==> config.mk <==
export PLATFORM = sky130hd
export DESIGN_NAME = i2c_txflag_ctrl
export DESIGN_NICKNAME = d
export VERILOG_FILES = /design/src/rtl/i2c_txflag_pkg.sv /design/src/rtl/tf_event_decode.sv /design/src/rtl/tf_flag_bit.sv /design/src/rtl/tf_byte_counter.sv /design/src/rtl/tf_irq_reg.sv /design/src/rtl/i2c_txflag_ctrl.sv
export SDC_FILE = /design/constraint.sdc
export NUM_CORES = 1
export LEC_CHECK = 0
export ABC_AREA = 0
export ABC_CLOCK_PERIOD_IN_PS = 2500
export CORE_MARGIN = 3
export CORE_UTILIZATION = 44
export CTS_BUF_LIST = sky130_fd_sc_hd__clkbuf_8
export CTS_CLUSTER_DIAMETER = 60
export DETAILED_ROUTE_END_ITERATION = 7
export GPL_TIMING_DRIVEN = 0
export PLACE_DENSITY = 0.84
export SLEW_MARGIN = 20
export SYNTH_ARGS = -nofsm -noshare
export SYNTH_HDL_FRONTEND = slang
export SYNTH_SLANG_ARGS = --single-unit
==> constraint.sdc <==
create_clock -name clk -period 2.5 [get_ports clk]
set_input_delay 0.25 -clock clk [delete_from_list [all_inputs] [get_ports clk]]
set_output_delay 0.25 -clock clk [all_outputs]
set_load 0.03 [all_outputs]
==> src/rtl/i2c_txflag_pkg.sv <==
package i2c_txflag_pkg;
  localparam int unsigned NUM_FLAGS = 3;
  localparam int unsigned FL_EMPTY  = 0;
  localparam int unsigned FL_INT    = 1;
  localparam int unsigned FL_REQ    = 2;

  typedef logic [NUM_FLAGS-1:0] flag_vec_t;

  function automatic flag_vec_t all_flags();
    return {NUM_FLAGS{1'b1}};
  endfunction
endpackage

==> src/rtl/tf_event_decode.sv <==
module tf_event_decode
  import i2c_txflag_pkg::*;
(
  input  logic      byte_done,
  input  logic      ack_in,
  input  logic      ack_chk_en,
  output flag_vec_t set_vec
);
  logic acked_ok;

  always_comb begin
    acked_ok = !ack_chk_en || !ack_in;
    set_vec = '0;
    set_vec[FL_INT]   = byte_done;
    set_vec[FL_EMPTY] = byte_done && acked_ok;
    set_vec[FL_REQ]   = byte_done && acked_ok;
  end
endmodule

==> src/rtl/tf_flag_bit.sv <==
module tf_flag_bit (
  input  logic clk,
  input  logic rst_n,
  input  logic set_i,
  input  logic clr_i,
  output logic q
);
  always_ff @(posedge clk) begin
    if (!rst_n)     q <= 1'b0;
    else if (set_i) q <= 1'b1;
    else if (clr_i) q <= 1'b0;
  end
endmodule

==> src/rtl/tf_byte_counter.sv <==
module tf_byte_counter #(
  parameter int unsigned CNT_W = 8
) (
  input  logic             clk,
  input  logic             rst_n,
  input  logic             load,
  input  logic [CNT_W-1:0] load_val,
  input  logic             dec,
  output logic [CNT_W-1:0] count,
  output logic             nonzero
);
  localparam logic [CNT_W-1:0] ONE = CNT_W'(1);

  always_ff @(posedge clk) begin
    if (!rst_n)                 count <= '0;
    else if (load)              count <= load_val;
    else if (dec && nonzero)    count <= count - ONE;
  end

  assign nonzero = |count;
endmodule

==> src/rtl/tf_irq_reg.sv <==
module tf_irq_reg (
  input  logic clk,
  input  logic rst_n,
  input  logic int_flag,
  input  logic irq_en,
  input  logic pending_req,
  output logic irq
);
  always_ff @(posedge clk) begin
    if (!rst_n) irq <= 1'b0;
    else        irq <= int_flag && irq_en && !pending_req;
  end
endmodule

==> src/rtl/i2c_txflag_ctrl.sv <==
module i2c_txflag_ctrl
  import i2c_txflag_pkg::*;
#(
  parameter int unsigned CNT_W = 8
) (
  input  logic             clk,
  input  logic             rst_n,
  input  logic             byte_done,
  input  logic             ack_in,
  input  logic             ack_chk_en,
  input  logic             dma_wr,
  input  logic             cpu_clr_wr,
  input  logic [2:0]       cpu_clr_val,
  input  logic             irq_en,
  input  logic             cnt_load,
  input  logic [CNT_W-1:0] cnt_load_val,
  output logic             flag_empty,
  output logic             flag_int,
  output logic             flag_req,
  output logic             dma_req,
  output logic             irq,
  output logic [CNT_W-1:0] bytes_left
);
  flag_vec_t set_vec;
  flag_vec_t clr_vec;
  flag_vec_t flags_q;
  logic      cnt_nz;
  logic      dma_take;

  tf_event_decode u_decode (
    .byte_done  (byte_done),
    .ack_in     (ack_in),
    .ack_chk_en (ack_chk_en),
    .set_vec    (set_vec)
  );

  // service is accepted only against a live request
  assign dma_take = dma_wr && dma_req;

  always_comb begin
    clr_vec = '0;
    if (cpu_clr_wr) clr_vec = clr_vec | ~flag_vec_t'(cpu_clr_val);
    if (dma_take)   clr_vec = clr_vec | all_flags();
  end

  for (genvar i = 0; i < NUM_FLAGS; i++) begin : g_flag
    tf_flag_bit u_bit (
      .clk   (clk),
      .rst_n (rst_n),
      .set_i (set_vec[i]),
      .clr_i (clr_vec[i]),
      .q     (flags_q[i])
    );
  end

  tf_byte_counter #(.CNT_W(CNT_W)) u_count (
    .clk      (clk),
    .rst_n    (rst_n),
    .load     (cnt_load),
    .load_val (cnt_load_val),
    .dec      (dma_take),
    .count    (bytes_left),
    .nonzero  (cnt_nz)
  );

  assign flag_empty = flags_q[FL_EMPTY];
  assign flag_int   = flags_q[FL_INT];
  assign flag_req   = flags_q[FL_REQ];
  assign dma_req    = flags_q[FL_REQ] && cnt_nz;

  tf_irq_reg u_irq (
    .clk         (clk),
    .rst_n       (rst_n),
    .int_flag    (flags_q[FL_INT]),
    .irq_en      (irq_en),
    .pending_req (dma_req),
    .irq         (irq)
  );
endmodule

==> results.cfg, run 1 <==
[worst_setup_path]
worst_r2r_endpoint = u_count.count[6]$_SDFFE_PN0P_
worst_path_max_delay_cell = clkdlybuf4s50_1
endpoint_kind = output pin
crit-reg2reg-launch = u_count.count[0]$_SDFFE_PN0P_
crit_path_start_kind = flip-flop
max_stage_delay_ns = 0.59
path_max_fanout = 5
path_cells = inv_1 > ha_1 > nor3b_4 > nand2_1 > and2_1 > clkdlybuf4s50_1
reg2reg_slack_ns = 0.77
worst_ep_arrival_time_ns = 2.17
reg2regPathDepth = 6
path_class = reg -> out
crit_required_ns = 2.25

[global_route]
track_usage_pct = 20.6
grt_max_degree = 11
grt_pass1_wl_um = 3060
antenna_found_initial = 0
grt-ovfl-total = 0
grt_pass1_vias = 673

[finish]
finish.utilization_pct = 78.4
syn_to_final_growth_pct = 58.6
drive_gt1_share_pct = 7.63
final_cell_mix = clkdlybuf4s50_1, dfxtp_1, o21ai_0
antenna_cells = 0
layout.cells.most_common = clkdlybuf4s50_1
final_nets = 141

[sta]
finalHoldViolations = 0
worst_slew_pin_slew_ns = 0.463
max_slew_margin_pct = 68.9
slew_viol_final = 0
skew_ns = 0.000753
min_period_over_period_pct = 96.7
rsz0062_at_grt = no
finalSetupViolCount = 0
fin_crit_ns = 2.42
max_freq_mhz = 414
setup_tns_ns = 0

[clock_network]
h-tree-depth = 1
cts_sinks = 12
cts_tree = yes
clkTransAtPathRegs_ns = 0.06
cts-root-buf = clkbuf_8
cts_inserted_buffers = 3
cts_setup_buffers = 0
clock_path_buffers = 2
clk_latency_ns = 0.24

[floorplanning]
start_util_pct = 49.4
dieWidth_um = 45.4
die_area_um2 = 2060
fp-row-count = 13
die_h_um = 45.4
design.core.area_um2 = 1380
ios = 33

[routing]
wl_per_cell_um = 14.2
drcViolationCount = 0
drt_iter0_drc = 16
postRouteAntennaNets = 0
wl_um = 1890
drt_pass1_iterations = 4
num_vias = 737
viasPerCell = 5.54

[power]
pwr-share-clk_pct = 34.8
p_comb_share_pct = 28.7
power-per-cell-area_nw_per_um2 = 572
pwr-share-seq_pct = 36.5
p_int_uw = 434
power_switching_uw = 186
switching_share_pct = 30.0
cellLeakagePower_nw = 0.412
vdd_drop_max_mv = 0.368

[outcome]
status = complete, no violations

[min_path]
holdCritStartpoint = g_flag[1].u_bit.q$_SDFFE_PN0P_
hold_path_depth = 2
min_path_type = reg -> reg
hold_end = u_irq.irq$_SDFF_PN0_

[synthesis]
synth_nets = 104
yosys_warnings = 0
synthesis.area_um2 = 683
syn_area_per_cell_um2 = 8.33
synth_cell_types = 30
yosysSeqAreaShare_pct = 35.2
yosysTopAreaCell = dfxtp_1
synth.ff_latch_count = 12
synth_cells = 82
synthTopCellsByArea = dfxtp_1, o21ai_0, a21oi_1
synth_top_area_share_pct = 35.2

[place]
routabilityCongestion = 0.837
portBuffers = 32
hpwl_um = 1400

[flow_run]
cap_violations = 0
sequential cells by signal (all words and copies together) (netlist names):
signal          flops
u_irq.irq           1
u_count.count       8
g_flag.u_bit.q      3
cell families (layout without fill, tap and decap cells):
family,count (synthesis),in the layout,share of synthesized area (%)
flops,12,12,35.2
buf+inv,7,43,3.85
mux,1,1,1.47
fa+ha+maj,2,2,3.66
compound gates,29,29,28.4
simple gates,28,28,23.6
xor+xnor,3,3,3.85
synthesized netlist by cell type:
library cell	number
dfxtp_1	12
mux2i_1	1
o2bb2a_1	1
a31oi_1	1
a21boi_0	1
nor4_4	1
and2_1	1
clkbuf_1	2
a21oi_1	7
nand2_1	3
a31o_1	1
nand4_1	2
nand2b_1	1
nor2_1	8
a211oi_1	1
or3_1	1
ha_1	2
a211oi_2	1
or2_2	1
or3b_1	1
inv_1	5
o211a_1	1
o21ai_0	10
o211ai_1	1
o21a_1	3
a21oi_4	1
nand3_1	5
nor3_1	3
xnor2_1	3
nor3b_2	1
worst max path at each step:
stage / cells past startpoint / from / end / slack [ns]
floorplan: 5 / u_count.count[0]$_SDFFE_PN0P_ / dma_req / 0.76
global placement: 6 / u_count.count[0]$_SDFFE_PN0P_ / dma_req / 0.32
global route: 6 / u_count.count[0]$_SDFFE_PN0P_ / dma_req / 0.02
CTS: 6 / u_count.count[0]$_SDFFE_PN0P_ / dma_req / 0.02
finish: 6 / u_count.count[0]$_SDFFE_PN0P_ / dma_req / 0.08
detailed placement: 6 / u_count.count[0]$_SDFFE_PN0P_ / dma_req / 0.30
routing by layer:
metal	track usage [%]	routed length, um
met1	27.4	855
met2	32.3	944
met3	3.56	70
met4	8.77	24
met5	0	0
critical path, delay by kind of cell (launching register included):
kind,cells,cell delay (ns)
buffers and inverters,2,0.72
DFF,1,0.35
adders and majority gates,1,0.20
and+or+nand+nor,3,0.66
final cells by class:
| class | count | area [um^2] |
|---|---|---|
| Multi-Input combinational cell | 63 | 423 |
| Timing Repair Buffer | 32 | 320 |
| Fill cell | 106 | 299 |
| Sequential cell | 12 | 240 |
| Clock buffer | 4 | 55.1 |
| Inverter | 5 | 18.8 |
| Tap cell | 15 | 18.8 |
| Buffer | 2 | 7.51 |
per-stage QoR:
stage | std cells | setup slack [ns] | power [mW] | hold WS [ns] | instance area, um^2
after floorplan | 82 | 0.757 | 0.325 | 0.374 | 683
after global placement | 129 | 0.318 | 0.399 | 0.447 | 1020
after detailed placement | 129 | 0.303 | 0.403 | 0.453 | 1020
after CTS | 133 | 0.0175 | 0.622 | 0.464 | 1080
after global routing | 133 | 0.0155 | 0.649 | 0.501 | 1080
final | 133 | 0.0818 | 0.619 | 0.460 | 1080
repair_timing:
action	in CTS	in global routing
hold buffers	0	0
endpoints found under the setup margin	0	1
resized for setup	0	1
power groups by stage:
stage | registers, mW | clock network [mW] | logic (mW)
3_3_place_gp | 0.228 | 0 | 0.171
4_1_cts | 0.225 | 0.220 | 0.176
3_5_place_dp | 0.229 | 0 | 0.174
6_report | 0.226 | 0.215 | 0.178
5_1_grt | 0.229 | 0.230 | 0.191
2_1_floorplan | 0.253 | 0 | 0.0718
(Power assumes the default switching activity.)
==> run 2, diff against run 1 <==
SLEW_MARGIN = default   (was 20)
==> results of run 2 <==
Final layout, timing and power as in run 1 (identical DEF).
==> run 3, diff against run 2 <==
CORE_UTILIZATION = 46   (was 44)
PLACE_DENSITY = default   (was 0.84)
PLACE_DENSITY_LB_ADDON = 0.12   (was default)
SYNTH_HIERARCHICAL = 1   (was default)
TNS_END_PERCENT = 10   (was default)
==> results.cfg, run 3 <==
[floorplanning]
die_h_um = 46.8
design.core.area_um2 = 1540
ios = 33
start_util_pct = 49.6
die_area_um2 = 2190
fp-row-count = 14
dieWidth_um = 46.8

[clock_network]
clock_path_buffers = 2
cts-root-buf = clkbuf_8
cts_sinks = 12
clk_latency_ns = 0.23
h-tree-depth = 1
cts_inserted_buffers = 3
clkTransAtPathRegs_ns = 0.05
hold_buffers = 0
cts_tree = yes

[synthesis]
synthTopCellsByArea = dfxtp_1, nor2b_4, o21a_1
yosysSeqAreaShare_pct = 31.4
synth_most_common_cell = dfxtp_1
ys.flop_type = dfxtp_1
synth_nets = 108
syn_area_per_cell_um2 = 8.79
synthesis.area_um2 = 764
yosys_warnings = 6
synth_cell_types = 44
synth_enable_flop_cells = 0
synth_cells = 87
synth_top_area_share_pct = 31.4
yosys-top-cells-count = dfxtp_1, inv_1, o21ai_0
yosysTopAreaCell = dfxtp_1
synth.ff_latch_count = 12
async_reset_ff_share_pct = 0

[power]
vdd_drop_max_mv = 0.471
p_int_uw = 417
cellLeakagePower_nw = 0.464
power_switching_uw = 182
pwr-share-seq_pct = 37.7
switching_share_pct = 30.3
power-per-cell-area_nw_per_um2 = 508
pwr-share-clk_pct = 28.4
p_comb_share_pct = 33.9
power_uw = 599

[place]
dp_cells = 135
placed_cell_area_um2 = 1110
portBuffers = 32
hpwl_um = 1520
routabilityCongestion = 0.871

[routing]
wl_per_cell_um = 15.6
viasPerCell = 5.94
drcViolationCount = 0
drt_pass1_iterations = 5
postRouteAntennaNets = 0
wl_um = 2170
num_vias = 825
drt_iter0_drc = 26

[finish]
reg.largest.list = u_count/count x8, g_flag.u_bit/q x3, u_irq/irq x1
finish.utilization_pct = 76.5
fin_area_um2 = 1180
drive_gt1_share_pct = 18.7
largest_reg_flops = 8
layout.cells.most_common = clkdlybuf4s50_1
layout.cells.non_filler = 139
syn_to_final_growth_pct = 54.2
regMostFlops = u_count/count
final_nets = 146
final_cell_mix = clkdlybuf4s50_1, dfxtp_1, o21ai_0
antenna_cells = 0

[flow_run]
cap_violations = 0

[global_route]
grt_pass1_vias = 823
grt_max_degree = 14
grt-ovfl-total = 0
antenna_found_initial = 0
track_usage_pct = 21.8
grt_pass1_wl_um = 3410

[sta]
slew_viol_final = 0
worst_slew_pin_slew_ns = 0.581
fin_crit_ns = 2.38
max_slew_margin_pct = 61.0
max_freq_mhz = 421
min_period_over_period_pct = 95.0
finalSetupViolCount = 0
finalHoldViolations = 0
rsz0062_at_grt = no
skew_ns = 0.000406

[worst_setup_path]
path_cells = inv_1 > ha_1 > nor4b_4 > nand2_1 > and2_1 > clkdlybuf4s50_1
worst_ep_arrival_time_ns = 2.13
worst_path_max_delay_cell = clkdlybuf4s50_1
cp_top_family = buffers and inverters
path_max_fanout = 5
max_stage_delay_ns = 0.59
path_class = reg -> out
endpoint_kind = output pin
crit_path_start_kind = flip-flop
crit_required_ns = 2.25
critPathBufInv = 2

[min_path]
min_path_type = reg -> reg

[outcome]
status = complete, no violations
run 3: cell types whose count changed after synthesis, moves of 3 or more:
cell     previous run  this run
a21oi_1             7         2
nor2_1              8         2
nor2b_4             0         3
xnor2_1             3         0
o21ai_0            10         7
nand3_1             5         2
run 3: kinds of logic after synthesis:
logic type	share of synthesized area, %
fa+ha+maj	1.64
compound gates	27.8
simple gates	30.4
buf+inv	8.67
flops	31.4
run 3: final cells by class:
cell class / instances / area [um^2]
Clock buffer: 3 / 41.3
Buffer: 5 / 36.3
Sequential cell: 12 / 243
Fill cell: 129 / 363
Timing Repair Buffer: 34 / 335
Tap cell: 16 / 20.0
Inverter: 7 / 26.3
Multi-Input combinational cell: 62 / 477
run 3: final timing paths:
| path | startpoint | end | slack, ns | cells after the start |
|---|---|---|---|---|
| setup / recovery | u_count/count[0]$_SDFFE_PN0P_ | dma_req | 0.12 | 6 |
| hold / removal | u_count/count[0]$_SDFFE_PN0P_ | u_count/count[0]$_SDFFE_PN0P_ | 0.51 | 2 |
| setup reg to reg | u_count/count[0]$_SDFFE_PN0P_ | u_count/count[7]$_SDFFE_PN0P_ | 0.17 | 9 |
| hold reg to reg | u_count/count[0]$_SDFFE_PN0P_ | u_count/count[0]$_SDFFE_PN0P_ | 0.51 | 2 |
run 3: layer usage:
layer	global-route usage (%)	routed length, um	vias up
met5	0	0	-
met4	9.39	34	0
met3	7.66	186	4
met2	35.0	1110	44
met1	26.5	845	375
li1	-	-	402
run 3: metrics by stage:
stage / hold WS [ns] / TNS, ns / worst slack (ns)
detailed placement: 0.505 / -0.513 / -0.256
global route: 0.561 / 0 / 0.0154
global placement: 0.501 / -0.118 / -0.113
floorplan: 0.367 / 0 / 0.0549
finish: 0.509 / 0 / 0.124
CTS: 0.510 / 0 / 0.0927
run 3: power by group through the flow:
stage / sequential, mW / combinational, mW / clock [mW]
after floorplan: 0.253 / 0.0829 / 0
final: 0.226 / 0.203 / 0.170
after global placement: 0.227 / 0.185 / 0
after CTS: 0.225 / 0.198 / 0.175
after global routing: 0.229 / 0.217 / 0.187
after detailed placement: 0.227 / 0.190 / 0
run 3: worst min-delay path: stages (launching register included):
cell	delay [ns]
dfxtp_2	0.34
nand4_1	0.07
nand3_1	0.06
run 3: timing repair:
item                                    4_1_cts  5_1_grt
resized for setup                             3        1
endpoints found under the setup margin        5        2
setup buffers                                 1        1
